File: config.mk
export PLATFORM = sky130hd
export DESIGN_NAME = lineRefillCtrl
export DESIGN_NICKNAME = d
export VERILOG_FILES = /design/src/rtl/refillPkg.sv /design/src/rtl/refillCtrl.sv /design/src/rtl/refillDatapath.sv /design/src/rtl/lineRefillCtrl.sv
export SDC_FILE = /design/constraint.sdc
export NUM_CORES = 1
export LEC_CHECK = 0
export CORE_MARGIN = 2
export CORE_UTILIZATION = 29
export CTS_CLUSTER_SIZE = 24
export DETAILED_ROUTE_END_ITERATION = 10
export PLACE_DENSITY = 0.87
export SYNTH_ARGS = -nofsm -noshare
export SYNTH_HDL_FRONTEND = slang
export SYNTH_SLANG_ARGS = --single-unit
File: constraint.sdc
create_clock -name clk -period 1.9 [get_ports clk]
set_input_delay 0.285 -clock clk [delete_from_list [all_inputs] [get_ports clk]]
set_output_delay 0.285 -clock clk [all_outputs]
set_load 0.03 [all_outputs]
File: src/rtl/refillPkg.sv
package refillPkg;
  typedef enum logic [1:0] {
    ST_IDLE,
    ST_ISSUE,
    ST_WAIT
  } refillStateT;

  typedef struct packed {
    logic latchReq;
    logic issue;
    logic wordDone;
    logic finish;
  } refillStrobeT;
endpackage

File: src/rtl/refillCtrl.sv
module refillCtrl
  import refillPkg::*;
(
  input  logic         clk,
  input  logic         rstN,
  input  logic         reqValid,
  input  logic         memRespValid,
  input  logic         lastWord,
  output refillStrobeT strobe,
  output logic         reqReady,
  output logic         busy
);
  refillStateT state, stateNext;

  always_ff @(posedge clk) begin
    if (!rstN) state <= ST_IDLE;
    else       state <= stateNext;
  end

  always_comb begin
    stateNext = state;
    strobe    = '0;
    case (state)
      ST_IDLE: begin
        if (reqValid) begin
          strobe.latchReq = 1'b1;
          stateNext       = ST_ISSUE;
        end
      end
      ST_ISSUE: begin
        strobe.issue = 1'b1;
        stateNext    = ST_WAIT;
      end
      ST_WAIT: begin
        if (memRespValid) begin
          strobe.wordDone = 1'b1;
          if (lastWord) begin
            strobe.finish = 1'b1;
            stateNext     = ST_IDLE;
          end else begin
            stateNext = ST_ISSUE;
          end
        end
      end
      default: stateNext = ST_IDLE;
    endcase
  end

  assign reqReady = (state == ST_IDLE);
  assign busy     = (state != ST_IDLE);

  AST_ONE_OUTSTANDING: assert property (@(posedge clk) disable iff (!rstN)
    strobe.issue |=> !strobe.issue) else $error("issue twice");
  AST_ISSUE_AFTER_RESP: assert property (@(posedge clk) disable iff (!rstN)
    (strobe.issue && $past(busy)) |-> $past(memRespValid)) else $error("early issue");
endmodule

File: src/rtl/refillDatapath.sv
module refillDatapath
  import refillPkg::*;
#(
  parameter int WORDS  = 4,
  parameter int LINE_W = 8,
  parameter int DATA_W = 32,
  localparam int OFF_W = $clog2(WORDS)
) (
  input  logic                    clk,
  input  logic                    rstN,
  input  refillStrobeT            strobe,
  input  logic                    busy,
  input  logic [LINE_W-1:0]       reqLine,
  input  logic [OFF_W-1:0]        reqWord,
  input  logic                    reqEarly,
  input  logic [DATA_W-1:0]       memRespData,
  output logic [LINE_W+OFF_W-1:0] memReqAddr,
  output logic                    lineWe,
  output logic [OFF_W-1:0]        lineWordIdx,
  output logic [DATA_W-1:0]       lineWdata,
  output logic                    lineValid,
  output logic                    cpuValid,
  output logic [DATA_W-1:0]       cpuData,
  output logic                    lastWord
);
  logic [LINE_W-1:0] lineReg;
  logic [OFF_W-1:0]  critReg;
  logic [OFF_W-1:0]  cntReg;
  logic              earlyReg;
  logic [WORDS-1:0]  maskReg;
  logic              sentReg;
  logic              lineValidReg;
  logic [OFF_W-1:0]  wordIdx;

  // Wrap-around order comes from the natural overflow of the OFF_W-bit sum
  assign wordIdx  = earlyReg ? cntReg : critReg + cntReg;
  assign lastWord = (cntReg == OFF_W'(WORDS - 1));

  always_ff @(posedge clk) begin
    if (!rstN) begin
      lineReg      <= '0;
      critReg      <= '0;
      cntReg       <= '0;
      earlyReg     <= 1'b0;
      maskReg      <= '0;
      sentReg      <= 1'b0;
      lineValidReg <= 1'b0;
    end else if (strobe.latchReq) begin
      lineReg      <= reqLine;
      critReg      <= reqWord;
      earlyReg     <= reqEarly;
      cntReg       <= '0;
      maskReg      <= '0;
      sentReg      <= 1'b0;
      lineValidReg <= 1'b0;
    end else if (strobe.wordDone) begin
      cntReg           <= cntReg + 1'b1;
      maskReg[wordIdx] <= 1'b1;
      if (wordIdx == critReg) sentReg <= 1'b1;
      if (strobe.finish) lineValidReg <= 1'b1;
    end
  end

  assign memReqAddr  = {lineReg, wordIdx};
  assign lineWe      = strobe.wordDone;
  assign lineWordIdx = wordIdx;
  assign lineWdata   = memRespData;
  assign cpuValid    = strobe.wordDone && (wordIdx == critReg);
  assign cpuData     = memRespData;
  assign lineValid   = lineValidReg;

  AST_LINE_FULL: assert property (@(posedge clk) disable iff (!rstN)
    $rose(lineValid) |-> (maskReg == {WORDS{1'b1}})) else $error("partial line valid");
  AST_SINGLE_FORWARD: assert property (@(posedge clk) disable iff (!rstN)
    cpuValid |-> !sentReg) else $error("forwarded twice");
  AST_PULSE_ONE: assert property (@(posedge clk) disable iff (!rstN)
    cpuValid |=> !cpuValid) else $error("long pulse");
  AST_LINE_HELD: assert property (@(posedge clk) disable iff (!rstN)
    (busy && $past(busy)) |-> ($stable(lineReg) && $stable(earlyReg) && $stable(critReg)))
    else $error("request changed mid-fill");
  AST_CWF_FIRST: assert property (@(posedge clk) disable iff (!rstN)
    (cpuValid && !earlyReg) |-> (cntReg == '0)) else $error("late forward");
endmodule

File: src/rtl/lineRefillCtrl.sv
module lineRefillCtrl
  import refillPkg::*;
#(
  parameter int WORDS  = 4,
  parameter int LINE_W = 8,
  parameter int DATA_W = 32,
  localparam int OFF_W = $clog2(WORDS)
) (
  input  logic                    clk,
  input  logic                    rstN,
  input  logic                    reqValid,
  input  logic [LINE_W-1:0]       reqLine,
  input  logic [OFF_W-1:0]        reqWord,
  input  logic                    reqEarly,
  output logic                    reqReady,
  output logic                    memReqValid,
  output logic [LINE_W+OFF_W-1:0] memReqAddr,
  input  logic                    memRespValid,
  input  logic [DATA_W-1:0]       memRespData,
  output logic                    lineWe,
  output logic [OFF_W-1:0]        lineWordIdx,
  output logic [DATA_W-1:0]       lineWdata,
  output logic                    lineValid,
  output logic                    cpuValid,
  output logic [DATA_W-1:0]       cpuData
);
  refillStrobeT strobe;
  logic         lastWord;
  logic         busy;

  refillCtrl u_ctrl (
    .clk          (clk),
    .rstN         (rstN),
    .reqValid     (reqValid),
    .memRespValid (memRespValid),
    .lastWord     (lastWord),
    .strobe       (strobe),
    .reqReady     (reqReady),
    .busy         (busy)
  );

  refillDatapath #(
    .WORDS  (WORDS),
    .LINE_W (LINE_W),
    .DATA_W (DATA_W)
  ) u_dp (
    .clk         (clk),
    .rstN        (rstN),
    .strobe      (strobe),
    .busy        (busy),
    .reqLine     (reqLine),
    .reqWord     (reqWord),
    .reqEarly    (reqEarly),
    .memRespData (memRespData),
    .memReqAddr  (memReqAddr),
    .lineWe      (lineWe),
    .lineWordIdx (lineWordIdx),
    .lineWdata   (lineWdata),
    .lineValid   (lineValid),
    .cpuValid    (cpuValid),
    .cpuData     (cpuData),
    .lastWord    (lastWord)
  );

  assign memReqValid = strobe.issue;
endmodule

==> reports/results.tsv, run 1 <==
metric	value	unit
outcome	finished clean	
seqPwrFrac	42.3	%
swShare	26.0	%
overflow	0	
comb_power_share	24.3	%
ys_seq_area_share	26.2	%
ys_seq_elements	16	
die_h	69.0	um
synth_nets	183	
io_buffers	31	
critical-path-top-delay-family	flip-flops	
p_clk_share	33.4	%
critPathSlowestCell	dfxtp_2	
diodes	0	
synth_common_cells	66 x buf_4, 16 x dfxtp_1, 13 x mux2i_1, 12 x nor2b_1, 5 x nor2_1	
slew_headroom	73.5	%
synth.avg_cell_area	9.13	sq um
critPathBufInv	1	
cts_tree	done	
clockBufferDepth	2	
grt_pass1_vias	610	
cts_sinks	16	
synth_top_area_share	40.5	%
fp-row-count	23	
power.density	735	mW/mm^2
arrival	1.59	ns
drtIter0Drc	11	
antenna_found_initial	0	
placed_area	0.00110	sq mm
crit_end	cpuValid	
synth_edf_count	0	
htree_levels	1	
hold_class	reg -> reg	
synth-main-ff-cell	dfxtp_1	
r2r_start	u_ctrl.state[0]	
grt_usage	7.87	%
place_hpwl	1.30	mm
worst_setup_path_end_kind	output pin	
die-area	0.00476	sq mm
design_area	0.00120	sq mm
peakVddDrop	0.294	mV
grt_pass1_wl	2.77	mm
dp.cells	149	
r2r_slack	0.71	ns
worst_pin_slew	0.397	ns
grt_start_max_net_pins	15	
drc	0	
initial_core_util	30.4	%
syn_inst	134	
finalNetCount	156	
start_kind	register	
vias_per_cell	3.83	
antenna_left	0	
stdcell_count	156	
finalMaxSlewViolations	0	
cts-hold-fix-buffers	0	
synthTopCellsByArea	buf_4 40%, dfxtp_1 26%, mux2i_1 11%	
crit_fanout	2	
setup.worst_path.class	reg -> out	
rsz0062_at_grt	yes	
hold_viol	0	
routabilityCongestion	0.764	
ff2ff_path_depth	4	
cts_buffers	3	
clk_latency	0.24	ns
vias	597	
power.net_switching	229	uW
clock_skew	0.00110	ns
worstSetupStartpoint	u_dp.critReg[0]	
synthArstFlopShare	0	%
post_drt_wl_per_cell	11.1	um
netlist_area	0.00122	sq mm
max_freq	0.534	GHz
yosysMostFrequentCell	buf_4	
worst-path-stages	5	
chipWidth	69.0	um
synth_warnings	0	
max_stage_delay	0.34	ns
root_buffer	clkbuf_8	
worstPathRequired	1.62	ns
drv_cap	0	
holdWs	0.488	ns
finalSetupViolCount	0	
path_clk_slew	0.06	ns
core	0.00403	sq mm
crit_chain	ha_4 > mux2_4 > xor2_1 > nor3b_2 > buf_4	
synth_area_leader_cell	buf_4	
dr.pass1.iters	4	
synth_cell_type_count	21	
io_pins	128	
syn_to_final_growth	-2.15	%
fin_crit	1.87	ns
period_share	98.5	%
final_layout_size_suffix_gt1_share	18.9	%
worstReg2RegEnd	u_dp.lineReg[0]	
p_int	651	uW
leakage	0.000507	uW
wirelength	1.74	mm
hold-path-cell-count	2	
routing by layer:
metal / routed length [um] / share of wire (%) / GRT usage, % / vias to the layer above
li1: - / - / - / 303
met1: 675 / 39 / 8.98 / 264
met2: 857 / 49 / 11.5 / 20
met3: 179 / 10 / 3.08 / 10
met4: 26 / 1.5 / 6.37 / 0
met5: 0 / 0 / 0 / -
repair_timing:
action                                  4_1_cts  5_1_grt
setup buffers                                 3        0
resized for setup                             6        2
pin swaps                                     2        3
endpoints found under the setup margin        3        2
endpoints found under the hold margin         0        0
gates cloned                                  0        0
worst min-delay path by stage:
stage / startpoint / endpoint
5_1_grt: u_dp.lineReg[7] / u_dp.lineReg[7]
4_1_cts: u_dp.lineValid / u_dp.lineValid
6_report: u_dp.lineValid / u_dp.lineValid
3_3_place_gp: u_dp.lineValid / u_dp.lineValid
3_5_place_dp: u_dp.lineValid / u_dp.lineValid
2_1_floorplan: rstN / u_dp.critReg[0]
registers in the layout, indices dropped and copies added, names as in the netlist:
signal,count
u_dp.lineValid,1
u_dp.critReg,2
u_dp.lineReg,8
u_dp.earlyReg,1
u_dp.cntReg,2
u_ctrl.state,2
power by group through the flow:
stage	combinational (uW)	sequential, uW	clock [uW]
after CTS	217	374	305
after floorplan	357	401	0
after detailed placement	211	381	0
after global placement	209	379	0
final	214	372	294
after global routing	230	376	326
worst register-to-register path, delay by kind of cell, from the launching register on:
family,cells,cell delay (ns)
flip-flops,1,0.37
AND/OR/NAND/NOR,2,0.28
buffers and inverters,1,0.22
multiplexers,1,0.22
cells in the final DEF, fill, tap and decap left out, types with 2 or more instances in the layout:
cell	Yosys	layout
clkdlybuf4s50_1	0	24
dfxtp_1	16	14
mux2i_1	13	13
nor2b_1	12	12
buf_4	66	10
nor2_1	5	5
clkbuf_8	0	4
xnor2_1	3	3
and3b_1	2	2
xor2_1	2	2
dlygate4sd2_1	0	2
kinds of logic (layout without fill, tap and decap cells):
family	after synthesis	after routing	share of synthesized area (%)
buffers and inverters	70	42	42.4
AND/OR/NAND/NOR	24	24	12.7
flip-flops	16	16	26.2
multiplexers	14	14	11.6
XOR/XNOR	5	5	3.58
AO/OA/AOI/OAI	3	3	1.53
adder cells (fa/ha/maj)	2	2	2.04
through the flow:
| step | total power, uW | utilization (%) | TNS [ns] | setup WS, ns |
|---|---|---|---|---|
| 5_1_grt | 932 | 29.7 | -0.0491 | -0.0491 |
| 3_3_place_gp | 588 | 27.3 | 0 | 0.116 |
| 6_report | 881 | 29.7 | 0 | 0.0283 |
| 3_5_place_dp | 591 | 27.3 | 0 | 0.0865 |
| 2_1_floorplan | 758 | - | 0 | 0.0113 |
| 4_1_cts | 896 | 29.6 | 0 | 0.00800 |
cell type report:
| class | count | area [sq um] |
|---|---|---|
| Multi-Input combinational cell | 48 | 405 |
| Fill cell | 443 | 2830 |
| Tap cell | 50 | 62.6 |
| Inverter | 1 | 3.75 |
| Sequential cell | 16 | 325 |
| Timing Repair Buffer | 37 | 345 |
| Clock buffer | 4 | 55.1 |
Power figures use the tool's default switching activity.
==> run 2, diff against run 1 <==
--- a/config.mk
+++ b/config.mk
@@ -5,11 +5,12 @@
 export SDC_FILE = /design/constraint.sdc
 export NUM_CORES = 1
 export LEC_CHECK = 0
+export ABC_CLOCK_PERIOD_IN_PS = 1900
 export CORE_MARGIN = 2
-export CORE_UTILIZATION = 29
+export CORE_UTILIZATION = 25
 export CTS_CLUSTER_SIZE = 24
 export DETAILED_ROUTE_END_ITERATION = 10
-export PLACE_DENSITY = 0.87
+export PLACE_DENSITY = 0.78
 export SYNTH_ARGS = -nofsm -noshare
 export SYNTH_HDL_FRONTEND = slang
 export SYNTH_SLANG_ARGS = --single-unit
==> run 2 against run 1 <==
- die area increased by 15%
- hold slack got worse by 0.019 ns
- sequential cell count unchanged
- global-route usage decreased by 1.4 points
- clock power increased by 2%
- utilization decreased by 4.1 points
- register-to-register slack got worse by 0.02 ns
- cell count increased by 10%
- maximum frequency increased by 0.73%
- design area increased by 1.1%
- power increased by 0.53%
- critical path depth unchanged
- critical path type unchanged
==> reports/results.tsv, run 2 (synthesis gave the netlist of run 1 again) <==
metric	value	unit	change
io_pins	128		unchanged
antenna_left	0		unchanged
die_h	74.0	um	+7.3%
max_freq	0.538	GHz	+0.73%
grt_usage	6.46	%	-1.4 points
drc	0		unchanged
worst_pin_slew	0.421	ns	+0.0240 ns
worst_setup_path_end_kind	output pin		
cts-hold-fix-buffers	0		unchanged
chipWidth	74.0	um	+7.3%
diodes	0		unchanged
swShare	26.6	%	+0.54 points
clockBufferDepth	2		unchanged
arrival	1.57	ns	-0.02 ns
core	0.00472	sq mm	+17%
seqPwrFrac	42.2	%	about the same
leakage	0.000502	uW	-1.0%
syn_to_final_growth	-1.02	%	
antenna_found_initial	0		unchanged
crit_chain	ha_4 > mux2_4 > xor2_1 > nor3b_2 > buf_4		
comb_power_share	24.0	%	-0.3 points
cts_tree	done		
hold_class	reg -> reg		
setup.worst_path.class	reg -> out		
grt_pass1_vias	609		-0.16%
fp-row-count	25		+8.7%
vias	613		+2.7%
crit_fanout	2		unchanged
dr.pass1.iters	3		-1
fin_crit	1.86	ns	-0.0135 ns
max_stage_delay	0.34	ns	about the same
p_int	650	uW	-0.20%
worst-path-stages	5		unchanged
r2r_slack	0.69	ns	-0.02 ns
clock_skew	0.000656	ns	-0.000448 ns
htree_levels	1		unchanged
utilization	25.6	%	-4.1 points
period_share	97.8	%	-0.71 points
final_layout_size_suffix_gt1_share	18.1	%	-0.77 points
grt_pass1_wl	2.77	mm	-0.25%
worstReg2RegEnd	u_dp.cntReg[1]		
finalSetupViolCount	0		unchanged
multi_input_area	405	sq um	unchanged
io_buffers	31		unchanged
crit_end	cpuValid		
largest_register_ffs	8		unchanged
ff2ff_path_depth	4		unchanged
fillCellCount	518		+17%
wirelength	1.81	mm	+4.0%
slew_headroom	71.9	%	-1.6 points
p_clk_share	33.9	%	+0.5 points
peakVddDrop	0.390	mV	+33%
drv_cap	0		unchanged
critical-path-top-delay-family	flip-flops		
critPathBufInv	1		unchanged
post_drt_wl_per_cell	10.5	um	-5.7%
tns	0	ns	unchanged
critPathSlowestCell	dfxtp_2		
layout_common_cells	24 x clkdlybuf4s50_1, 14 x dfxtp_1, 13 x mux2i_1		
die-area	0.00547	sq mm	+15%
layout_commonest_cell	clkdlybuf4s50_1		
initial_core_util	25.9	%	-4.5 points
rsz0062_at_grt	yes		
drtIter0Drc	1		-10
clk_latency	0.24	ns	about the same
overflow	0		unchanged
start_kind	register		
power.density	731	mW/mm^2	-0.61%
root_buffer	clkbuf_8		
cts_sinks	16		unchanged
cts_buffers	3		unchanged
place_hpwl	1.37	mm	+4.7%
power.net_switching	235	uW	+2.6%
worstSetupStartpoint	u_dp.cntReg[0]		
worstPathRequired	1.62	ns	about the same
path_clk_slew	0.06	ns	about the same
finalMaxSlewViolations	0		unchanged
hold_viol	0		unchanged
grt_start_max_net_pins	15		unchanged
r2r_start	u_ctrl.state[1]		
outcome	finished clean		
vias_per_cell	3.56		-6.9%
seq_area	325	sq um	unchanged
regMostFlops	u_dp.lineReg		
routabilityCongestion	0.707		-7.5%
finalNetCount	155		-0.64%
==> run 2: changes by cell type in the layout (fill, tap and decap cells not counted) <==
cell,before,now
buf_4,10,9
==> run 2: worst min-delay path, cell delays in order (launching register included) <==
cell     delay, ns
dfxtp_1       0.32
a21oi_1       0.04
nor2_1        0.07
==> run 2: area by class of cell <==
cell class,count,share of cell area [%]
multi-input combinational,48,33.5
clock buffer,4,4.55
sequential,16,26.9
timing repair buffer,36,27.9
tap,67,6.92
inverter,1,0.310
==> run 2: power groups by stage <==
stage | combinational (uW) | clock (uW) | sequential (uW)
after CTS | 212 | 312 | 373
after global placement | 210 | 0 | 379
after global routing | 227 | 331 | 376
after floorplan | 357 | 0 | 401
final | 212 | 300 | 373
after detailed placement | 212 | 0 | 380
==> run 2: timing repair <==
item | CTS | global route
setup buffers | 1 | 1
cloned | 0 | 0
endpoints found under the setup margin | 3 | 2
gates resized for setup | 5 | 3
pin swaps | 1 | 1
==> run 2: metal layers <==
metal	GRT usage [%]	vias to the layer above	wire length [um]
met5	0	-	0
met4	3.43	0	34
met3	2.17	10	158
met2	9.42	26	817
met1	8.40	278	798
li1	-	299	-
==> run 2: stage by stage <==
step / std cells / total power, uW / setup WS [ns] / hold slack [ns] / area, sq um
floorplan: 134 / 758 / 0.0113 / 0.413 / 1230
global route: 172 / 933 / -0.0206 / 0.549 / 1210
CTS: 171 / 897 / 0.00425 / 0.480 / 1190
global placement: 166 / 589 / 0.131 / 0.462 / 1120
detailed placement: 166 / 592 / 0.100 / 0.464 / 1120
finish: 172 / 885 / 0.0418 / 0.469 / 1210
==> run 2: worst min-delay path by stage <==
stage                                from              end  slack [ns]  cells after the start
after floorplan                      rstN  u_dp.critReg[0]        0.41                      1
after CTS                  u_dp.lineValid   u_dp.lineValid        0.48                      2
after detailed placement   u_dp.lineValid   u_dp.lineValid        0.46                      2
after global placement     u_dp.lineValid   u_dp.lineValid        0.46                      2
final                      u_dp.lineValid   u_dp.lineValid        0.47                      2
after global routing      u_dp.lineReg[4]  u_dp.lineReg[4]        0.55                      2
